## src/rtl/wft_pkg.sv

```systemverilog
package wft_pkg;
  localparam int LANES    = 10;
  localparam int BEATS    = 12;
  localparam int TYPE_W   = 2;
  localparam int CMD_W    = 24;
  localparam int FIELD_W  = 72;
  localparam int CRC_W    = 22;
  localparam int PAYLOAD_W = TYPE_W + CMD_W + FIELD_W;
  localparam int FRAME_W   = PAYLOAD_W + CRC_W;
  localparam logic [CRC_W-1:0] CRC_POLY = 22'h2F3A1D;
  localparam logic [CRC_W-1:0] CRC_SEED = '1;
  localparam logic [CMD_W-1:0] CMD_NOP  = '0;

  typedef enum logic [TYPE_W-1:0] {
    FT_IDLE = 2'b00,
    FT_DATA = 2'b01,
    FT_HALF = 2'b10,
    FT_DUAL = 2'b11
  } ftype_e;
endpackage

```

## src/rtl/wft_pack.sv

```systemverilog
module wft_pack
  import wft_pkg::*;
#(
  parameter int TW = TYPE_W,
  parameter int CW = CMD_W,
  parameter int FW = FIELD_W,
  localparam int PW = TW + CW + FW
) (
  input  logic          use_req,
  input  logic [TW-1:0] in_type,
  input  logic [CW-1:0] in_cmd,
  input  logic [FW-1:0] in_field,
  output logic [PW-1:0] payload
);
  always_comb begin
    if (use_req) begin
      payload = {in_field, in_cmd, in_type};
    end else begin
      payload = {{FW{1'b0}}, CW'(CMD_NOP), TW'(FT_IDLE)};
    end
  end
endmodule

```

## src/rtl/wft_crc.sv

```systemverilog
module wft_crc
  import wft_pkg::*;
#(
  parameter int DW = PAYLOAD_W,
  parameter int RW = CRC_W,
  parameter logic [RW-1:0] POLY = CRC_POLY,
  parameter logic [RW-1:0] SEED = CRC_SEED
) (
  input  logic [DW-1:0] data,
  output logic [RW-1:0] crc
);
  logic [RW-1:0] stage [0:DW];
  assign stage[0] = SEED;

  for (genvar g = 0; g < DW; g++) begin : g_step
    logic fb;
    assign fb = stage[g][RW-1] ^ data[DW-1-g];
    assign stage[g+1] = {stage[g][RW-2:0], 1'b0} ^ (fb ? POLY : '0);
  end

  assign crc = stage[DW];
endmodule

```

## src/rtl/wft_ser.sv

```systemverilog
module wft_ser
  import wft_pkg::*;
#(
  parameter int LN = LANES,
  parameter int NB = BEATS,
  localparam int FW = LN * NB,
  localparam int CNT_W = $clog2(NB)
) (
  input  logic          clk,
  input  logic          rst_n,
  input  logic [FW-1:0] frame_in,
  output logic          beat_first,
  output logic          beat_last,
  output logic [LN-1:0] lanes
);
  logic [CNT_W-1:0] beat_q;
  logic [FW-1:0]    shreg_q;
  logic             load;

  assign beat_first = (beat_q == '0);
  assign beat_last  = (beat_q == CNT_W'(NB - 1));
  assign load       = beat_last || !rst_n;
  assign lanes      = shreg_q[LN-1:0];

  always_ff @(posedge clk) begin
    if (!rst_n || beat_last) beat_q <= '0;
    else                     beat_q <= beat_q + 1'b1;
  end

  always_ff @(posedge clk) begin
    if (load) shreg_q <= frame_in;
    else      shreg_q <= {{LN{1'b0}}, shreg_q[FW-1:LN]};
  end

  // counter returns to beat 0 after the last beat
  a_r4_beat_wrap: assert property (@(posedge clk) disable iff (!rst_n)
    beat_last |=> (beat_q == '0));

  // one lane group drops out per beat inside a frame
  a_r4_shift_step: assert property (@(posedge clk) disable iff (!rst_n)
    !beat_last |=> (shreg_q[FW-LN-1:0] == $past(shreg_q[FW-1:LN])));
endmodule

```

## src/rtl/wr_frame_tx.sv

```systemverilog
module wr_frame_tx
  import wft_pkg::*;
#(
  parameter int LN = LANES,
  parameter int NB = BEATS,
  parameter int TW = TYPE_W,
  parameter int CW = CMD_W,
  parameter int FLD_W = FIELD_W,
  parameter int RW = CRC_W,
  localparam int PW = TW + CW + FLD_W,
  localparam int FRW = PW + RW
) (
  input  logic             clk,
  input  logic             rst_n,
  input  logic             req_valid,
  output logic             req_ready,
  input  logic [TW-1:0]    req_type,
  input  logic [CW-1:0]    req_cmd,
  input  logic [FLD_W-1:0] req_field,
  output logic             frame_start,
  output logic [LN-1:0]    lane_o
);
  logic          take;
  logic [PW-1:0] payload;
  logic [RW-1:0] crc;
  logic [FRW-1:0] frame;

  assign take = req_valid && req_ready;

  wft_pack #(.TW(TW), .CW(CW), .FW(FLD_W)) u_pack (
    .use_req (take),
    .in_type (req_type),
    .in_cmd  (req_cmd),
    .in_field(req_field),
    .payload (payload)
  );

  wft_crc #(.DW(PW), .RW(RW)) u_crc (
    .data(payload),
    .crc (crc)
  );

  assign frame = {crc, payload};

  wft_ser #(.LN(LN), .NB(NB)) u_ser (
    .clk       (clk),
    .rst_n     (rst_n),
    .frame_in  (frame),
    .beat_first(frame_start),
    .beat_last (req_ready),
    .lanes     (lane_o)
  );

  // a ready beat is followed directly by a frame start
  a_r6_ready_then_start: assert property (@(posedge clk) disable iff (!rst_n)
    req_ready |=> frame_start);

  // an accepted request's type and low command bits lead the next frame
  a_r2_accept_leads: assert property (@(posedge clk) disable iff (!rst_n)
    take |=> (lane_o[TW-1:0] == $past(req_type)) &&
             (lane_o[LN-1:TW] == $past(req_cmd[LN-TW-1:0])));

  // an unclaimed ready beat yields an idle type
  a_r8_idle_type: assert property (@(posedge clk) disable iff (!rst_n)
    (req_ready && !req_valid) |=> (lane_o[TW-1:0] == TW'(FT_IDLE)));
endmodule

```

## config.mk

```make
export PLATFORM = sky130hd
export DESIGN_NAME = wr_frame_tx
export DESIGN_NICKNAME = d
export VERILOG_FILES = /design/src/rtl/wft_pkg.sv /design/src/rtl/wft_pack.sv /design/src/rtl/wft_crc.sv /design/src/rtl/wft_ser.sv /design/src/rtl/wr_frame_tx.sv
export SDC_FILE = /design/constraint.sdc
export NUM_CORES = 1
export LEC_CHECK = 0
export ABC_AREA = 1
export CAP_MARGIN = 25
export CORE_ASPECT_RATIO = 1.4
export CORE_MARGIN = 2
export CORE_UTILIZATION = 33
export CTS_BUF_LIST = sky130_fd_sc_hd__clkbuf_4
export CTS_CLUSTER_DIAMETER = 30
export DETAILED_ROUTE_END_ITERATION = 7
export GPL_TIMING_DRIVEN = 0
export HOLD_SLACK_MARGIN = 0.02
export PLACE_DENSITY = 0.52
export SETUP_SLACK_MARGIN = 0.1
export SLEW_MARGIN = 20
export SYNTH_ARGS = -nofsm -noshare
export SYNTH_HDL_FRONTEND = slang
export SYNTH_SLANG_ARGS = --single-unit
```

## constraint.sdc

```tcl
create_clock -name clk -period 20.9 [get_ports clk]
set_clock_uncertainty 0.15 [all_clocks]
set_input_delay 2.09 -clock clk [delete_from_list [all_inputs] [get_ports clk]]
set_output_delay 2.09 -clock clk [all_outputs]
set_load 0.005 [all_outputs]
```

After elaboration in Yosys (flattened, before gate mapping)
Index checks and enable logic that the tools add are counted.
W data, S select, Z words.
{ "op_classes": {"addsub": 1, "n_mux": 100, "reduce_logical": 4, "n_eq_ne": 1, "bitwise": 195} }
{ "ops": {"columns": ["op", "count"], "rows": [
  ["$mux W22", 98],
  ["$xor A22 B22 Y22", 97],
  ["$mux W110", 1],
  ["$mux W98", 1],
  ["$xor A1 B1 Y1", 97],
  ["$not A21 Y21", 1],
  ["$add A4 B1 Y4 const B", 1],
  ["$eq A4 B4 Y1 const B", 1],
  ["$logic_not A4 Y1", 1],
  ["$logic_and A1 B1 Y1", 1],
  ["$logic_not A1 Y1", 1],
  ["$logic_or A1 B1 Y1", 1]
]} }
{ "word_totals": {"inputBits": 101, "elab_cells": 304, "reg_bits": 124} }

Logic depth before layout (Yosys ltp)
{ "depth": {"depth_word": 297, "depth_mapped": 182, "mapped_depth_nobuf": 182} }

Hierarchy
From an unflattened synthesis, not the netlist that was laid out.
{ "hier_totals": {"hier_cells": 2787, "hier_area_um2": 16407.0} }
{ "by_module_without_submodules": {"columns": ["mod", "instances", "cells_each", "area_per_inst_um2"], "rows": [
  ["wft_crc", 1, 2034, 11225.8],
  ["wft_ser", 1, 544, 4361.7],
  ["wft_pack", 1, 207, 812.0],
  ["wr_frame_tx", 1, 2, 7.5]
]} }

Least setup slack after synthesis
No wires, ideal clock.
{ "synth_path": {"path_type": "input to register", "from": "input port req_valid", "to": "register u_ser.shreg_q[109]", "path_buffers": 2, "setup_slack_ns": 4.407, "t_required_ns": 20.630, "arrival_ns": 16.223, "cell_stages": 154, "cell_sequence": "bufinv_8 -> nor2_8 -> nand2_2 -> o21ai_4 -> inv_1 -> nand3_2 -> nand2_2 -> nand2_2 -> nand3_2 -> nand2_2 -> nand2_1 -> nand3_4 -> nand3_2 -> nand2_4 -> nand2_4 -> nand2_4 -> nand2_2 -> nand3_1 -> [... 118 more ...] -> inv_2 -> nand2_2 -> nand3_4 -> nand2_4 -> nand2_1 -> nand3_2 -> nand2_4 -> nand2_2 -> nand2_2 -> nand2_2 -> nand2_4 -> nand2_2 -> nand2_2 -> nand2_2 -> nand2_2 -> nand2_1 -> nand3_1 -> nand3_1"} }
{ "synth_between": {"elab_chain_len": 296} }
{ "synth_lines": {"columns": ["element", "line", "rtl"], "rows": [
  ["start, declared", "wr_frame_tx.sv:15", "input logic req_valid,"],
  ["$logic_and A1 B1 Y1 *", "wr_frame_tx.sv:28", "assign take = req_valid && req_ready;"],
  ["$mux W98 *", "wft_pack.sv:16", "if (use_req) begin"],
  ["$mux W22", "wft_crc.sv:18", "assign stage[g+1] = {stage[g][RW-2:0], 1'b0} ^ (fb ? POLY : '0);"],
  ["$not A21 Y21 (no source line)", null, null],
  ["$xor A1 B1 Y1", "wft_crc.sv:17", "assign fb = stage[g][RW-1] ^ data[DW-1-g];"],
  ["$mux W22", "wft_crc.sv:18", null],
  ["$xor A22 B22 Y22", "wft_crc.sv:18", null],
  ["$xor A1 B1 Y1", "wft_crc.sv:17", null],
  ["[... 280 more ...]", null, null],
  ["$xor A22 B22 Y22", "wft_crc.sv:18", null],
  ["$xor A1 B1 Y1", "wft_crc.sv:17", null],
  ["$mux W22", "wft_crc.sv:18", null],
  ["$xor A22 B22 Y22", "wft_crc.sv:18", null],
  ["$xor A1 B1 Y1", "wft_crc.sv:17", null],
  ["$mux W22", "wft_crc.sv:18", null],
  ["$xor A22 B22 Y22 *", "wft_crc.sv:18", null],
  ["$mux W110 *", "wft_ser.sv:31", "if (load) shreg_q <= frame_in;"],
  ["end signal, assigned", "wft_ser.sv:31", null],
  ["end signal, assigned", "wft_ser.sv:32", "else shreg_q <= {{LN{1'b0}}, shreg_q[FW-1:LN]};"],
  ["end, declared", "wft_ser.sv:17", "logic [FW-1:0] shreg_q;"]
]} }
Mark *: on every way between the ends. The rest lies on a longest branch, timed or not.
A chain may end at the register's enable or synchronous reset.

Worst setup path in the final report
{ "layout_path": {"from": "input port req_valid", "to": "register u_ser.shreg_q[112]"} }
{ "layout_between": {"elab_chain_len": 293} }
{ "layout_lines": {"columns": ["element", "line"], "rows": [
  ["$logic_and A1 B1 Y1 *", "wr_frame_tx.sv:28"],
  ["$mux W98 *", "wft_pack.sv:16"],
  ["$mux W22", "wft_crc.sv:18"],
  ["$not A21 Y21 (no source line)", null],
  ["$xor A1 B1 Y1", "wft_crc.sv:17"],
  ["$mux W22", "wft_crc.sv:18"],
  ["$xor A22 B22 Y22", "wft_crc.sv:18"],
  ["$xor A1 B1 Y1", "wft_crc.sv:17"],
  ["[... 276 more ...]", null],
  ["$mux W22", "wft_crc.sv:18"],
  ["$xor A22 B22 Y22", "wft_crc.sv:18"],
  ["$xor A1 B1 Y1", "wft_crc.sv:17"],
  ["$mux W22", "wft_crc.sv:18"],
  ["$xor A22 B22 Y22", "wft_crc.sv:18"],
  ["$xor A1 B1 Y1", "wft_crc.sv:17"],
  ["$mux W22", "wft_crc.sv:18"],
  ["$xor A22 B22 Y22 * (2 in a row)", "wft_crc.sv:18"]
]} }
Marks and branches as above.

==> impl_metrics.yaml <==
floorplanning:
  initial_core_util_pct: 33.4
  ios: 113
  rows: 99
  die-area_sq_um: 54800
  die_h_microns: 276
  coreArea_sq_um: 52300
  die_w_microns: 199
finish:
  final_cells: 3399
  area_growth_pct: 13.4
  final_core_util_pct: 37.9
  final_layout_size_suffix_gt1_share_pct: 27.8
  nets: 2781
  regArea_sq_um: 2480
  fillers: 5663
  multiInputGateArea_sq_um: 13500
clock_network:
  cts_buffer_depth: 2
  cts_tree: "yes"
  path_clk_slew_ns: 0.13
  cts_sinks: 124
  cts_hold_buf: 0
  cts_buffers: 17
  clock-root-buffer: "clkbuf_4"
  insertion_delay_ns: 0.55
  htree_levels: 4
logic_synthesis:
  synth-seq-cells: 124
  synth_cell_types: 52
  async_flop_share_pct: 0
  synth.avg_cell_area_sq_um: 6.87
  yosysMostFrequentCell: "nand2_1"
  synth-warning-count: 0
  synth_top_area_share_pct: 17.4
  synth_top_family_by_area: "simple AND/OR/NAND/NOR gates"
  synth_compound_area_share_pct: 0.916
  synth_edf_count: 0
  syn-num-nets: 2647
  synth_cells: 2544
  synthMuxAreaShare_pct: 0
  ys_top_cells_by_count: "808 x nand2_1, 289 x nand3_1, 278 x nand2_2"
  synth_top_cell_by_area: "nand2_1"
  synth-seq-area-share_pct: 14.2
  netlist_area_sq_um: 17500
  synth_adder_area_share_pct: 0.143
  synthFlopType: "dfxtp_1"
  synthTopCellsByArea: "nand2_1 17%, dfxtp_1 14%, nand2_4 11%, xor2_1 10%, nand2_2 10%"
  synthSimpleGateAreaFrac_pct: 57.2
  synth_xor_xnor_area_share_pct: 18.6
detailed_routing:
  detail_route.wl_per_cell_microns: 15.0
  drt_iter0_drc: 633
  vias: 15575
  final_antenna_net_count: 0
  drc: 0
  wirelength_mm: 51.1
  viasPerCell: 4.58
  first_pass_iters: 5
sta:
  whs_ns: 0.265
  max_freq_mhz: 51.8
  timing.setup.tns_ns: 0
  finalMaxSlewViolations: 0
  rsz0062_at_grt: "no"
  hold_violations: 0
  max_slew_margin_pct: 47.3
  finalCritPeriodShare_pct: 92.4
  setup_violations: 0
  worst_pin_slew_ns: 0.785
  period_needed_ns: 19.31
global_routing:
  grt_first_pass_wirelength_mm: 81.6
  grt_usage_pct: 18.9
  grt_pass1_vias: 15762
  overflow: 0
  grt_max_degree: 17
  grt_antenna_before_repair: 1
min_path:
  worstHoldPathType: "flop to flop"
placed_design:
  numPortBuffers: 112
  dpl.hpwl_mm: 44.6
  place_congestion: 0.910
  place_inst: 3363
critical_path:
  worst-setup-path-type: "primary input to flop"
  cp.required_ns: 21.19
  worstPathArrival_ns: 19.60
  slowest_delay_ns: 0.63
  crit_top_cell: "nand2_4"
  endpoint_kind: "flop"
  worst-path-max-fanout: 10
  critPathSlowestCell: "xnor2_1"
  cp-start-kind: "primary input"
run:
  maxCapViolations: 0
run_status:
  status: "finished clean"
## routing by layer
layer	routed length, microns	vias up	GRT usage, %
li1	-	8119	-
met1	20600	7086	21.0
met2	27000	282	36.4
met3	1410	88	1.43
met4	2140	0	7.62
met5	0	-	0
## state kept, by name, indices dropped and copies added, names as in the netlist
signal / flops
u_ser.shreg_q: 120
u_ser.beat_q: 4
## cell usage in the layout, fill, tap and decap left out, types with 4 or more instances in the layout
master,synthesis,final
a21oi_1,4,4
buf_4,11,14
buf_6,4,4
clkbuf_1,11,11
clkbuf_4,0,17
clkbuf_8,7,7
clkdlybuf4s50_1,0,112
clkinv_1,6,7
dfxtp_1,124,124
inv_1,225,225
inv_2,54,54
inv_4,14,14
inv_6,4,9
inv_8,0,4
nand2_1,808,807
nand2_2,278,279
nand2_4,176,176
nand2_8,8,8
nand3_1,289,289
nand3_2,82,82
nand3_4,16,16
nand3b_1,33,33
nand4_1,11,11
nor2_1,19,19
o21ai_0,6,6
or2_1,5,5
xnor2_1,69,68
xnor2_2,4,5
xnor3_1,6,6
xnor3_2,6,6
xor2_1,205,204
xor2_2,20,20
xor2_4,6,7
## worst paths after layout
| check | from | endpoint | slack [ns] | cells after the start |
|---|---|---|---|---|
| hold / removal | u_ser.shreg_q[58] | u_ser.shreg_q[48] | 0.27 | 2 |
| hold reg to reg | u_ser.shreg_q[58] | u_ser.shreg_q[48] | 0.27 | 2 |
| setup / recovery | req_valid | u_ser.shreg_q[112] | 1.59 | 149 |
| setup reg to reg | u_ser.beat_q[0] | u_ser.shreg_q[112] | 3.03 | 149 |
## critical path, delay by kind of cell
kind	cells	cell delay, ns
AO/OA/AOI/OAI	1	0.29
AND/OR/NAND/NOR	125	13.15
XOR/XNOR	6	1.89
buffers and inverters	17	2.06
## metrics by stage
stage | area, sq um | setup WS, ns
after floorplan | 17500 | 4.41
after global placement | 19500 | 1.12
after detailed placement | 19500 | 0.854
after CTS | 19800 | 1.42
after global routing | 19800 | 0.132
final | 19800 | 1.59
## cells by family (layout without fill, tap and decap cells)
family	after synthesis	count (layout)
xor+xnor	317	317
fa+ha+maj	2	2
flops	124	124
compound gates	23	23
other cells	0	1
simple gates	1736	1736
buf+inv	342	489
## timing repair
item                                    in CTS  in global routing
resized for setup                            0                  4
endpoints found under the setup margin       0                 12
setup buffers                                0                  3
## area by class of cell
class	count	area share [%]
multi-input cells	2078	68.0
flip-flops and latches	124	12.5
inverters	307	6.32
repair buffers	115	5.77
well taps	707	4.46
plain buffers	35	1.52
clock inverters	15	0.764
clock buffers	17	0.644
diodes	1	0.0126
Power is not shown: default switching activity piles up to over one toggle a cycle in this logic, so the estimate is an artifact.
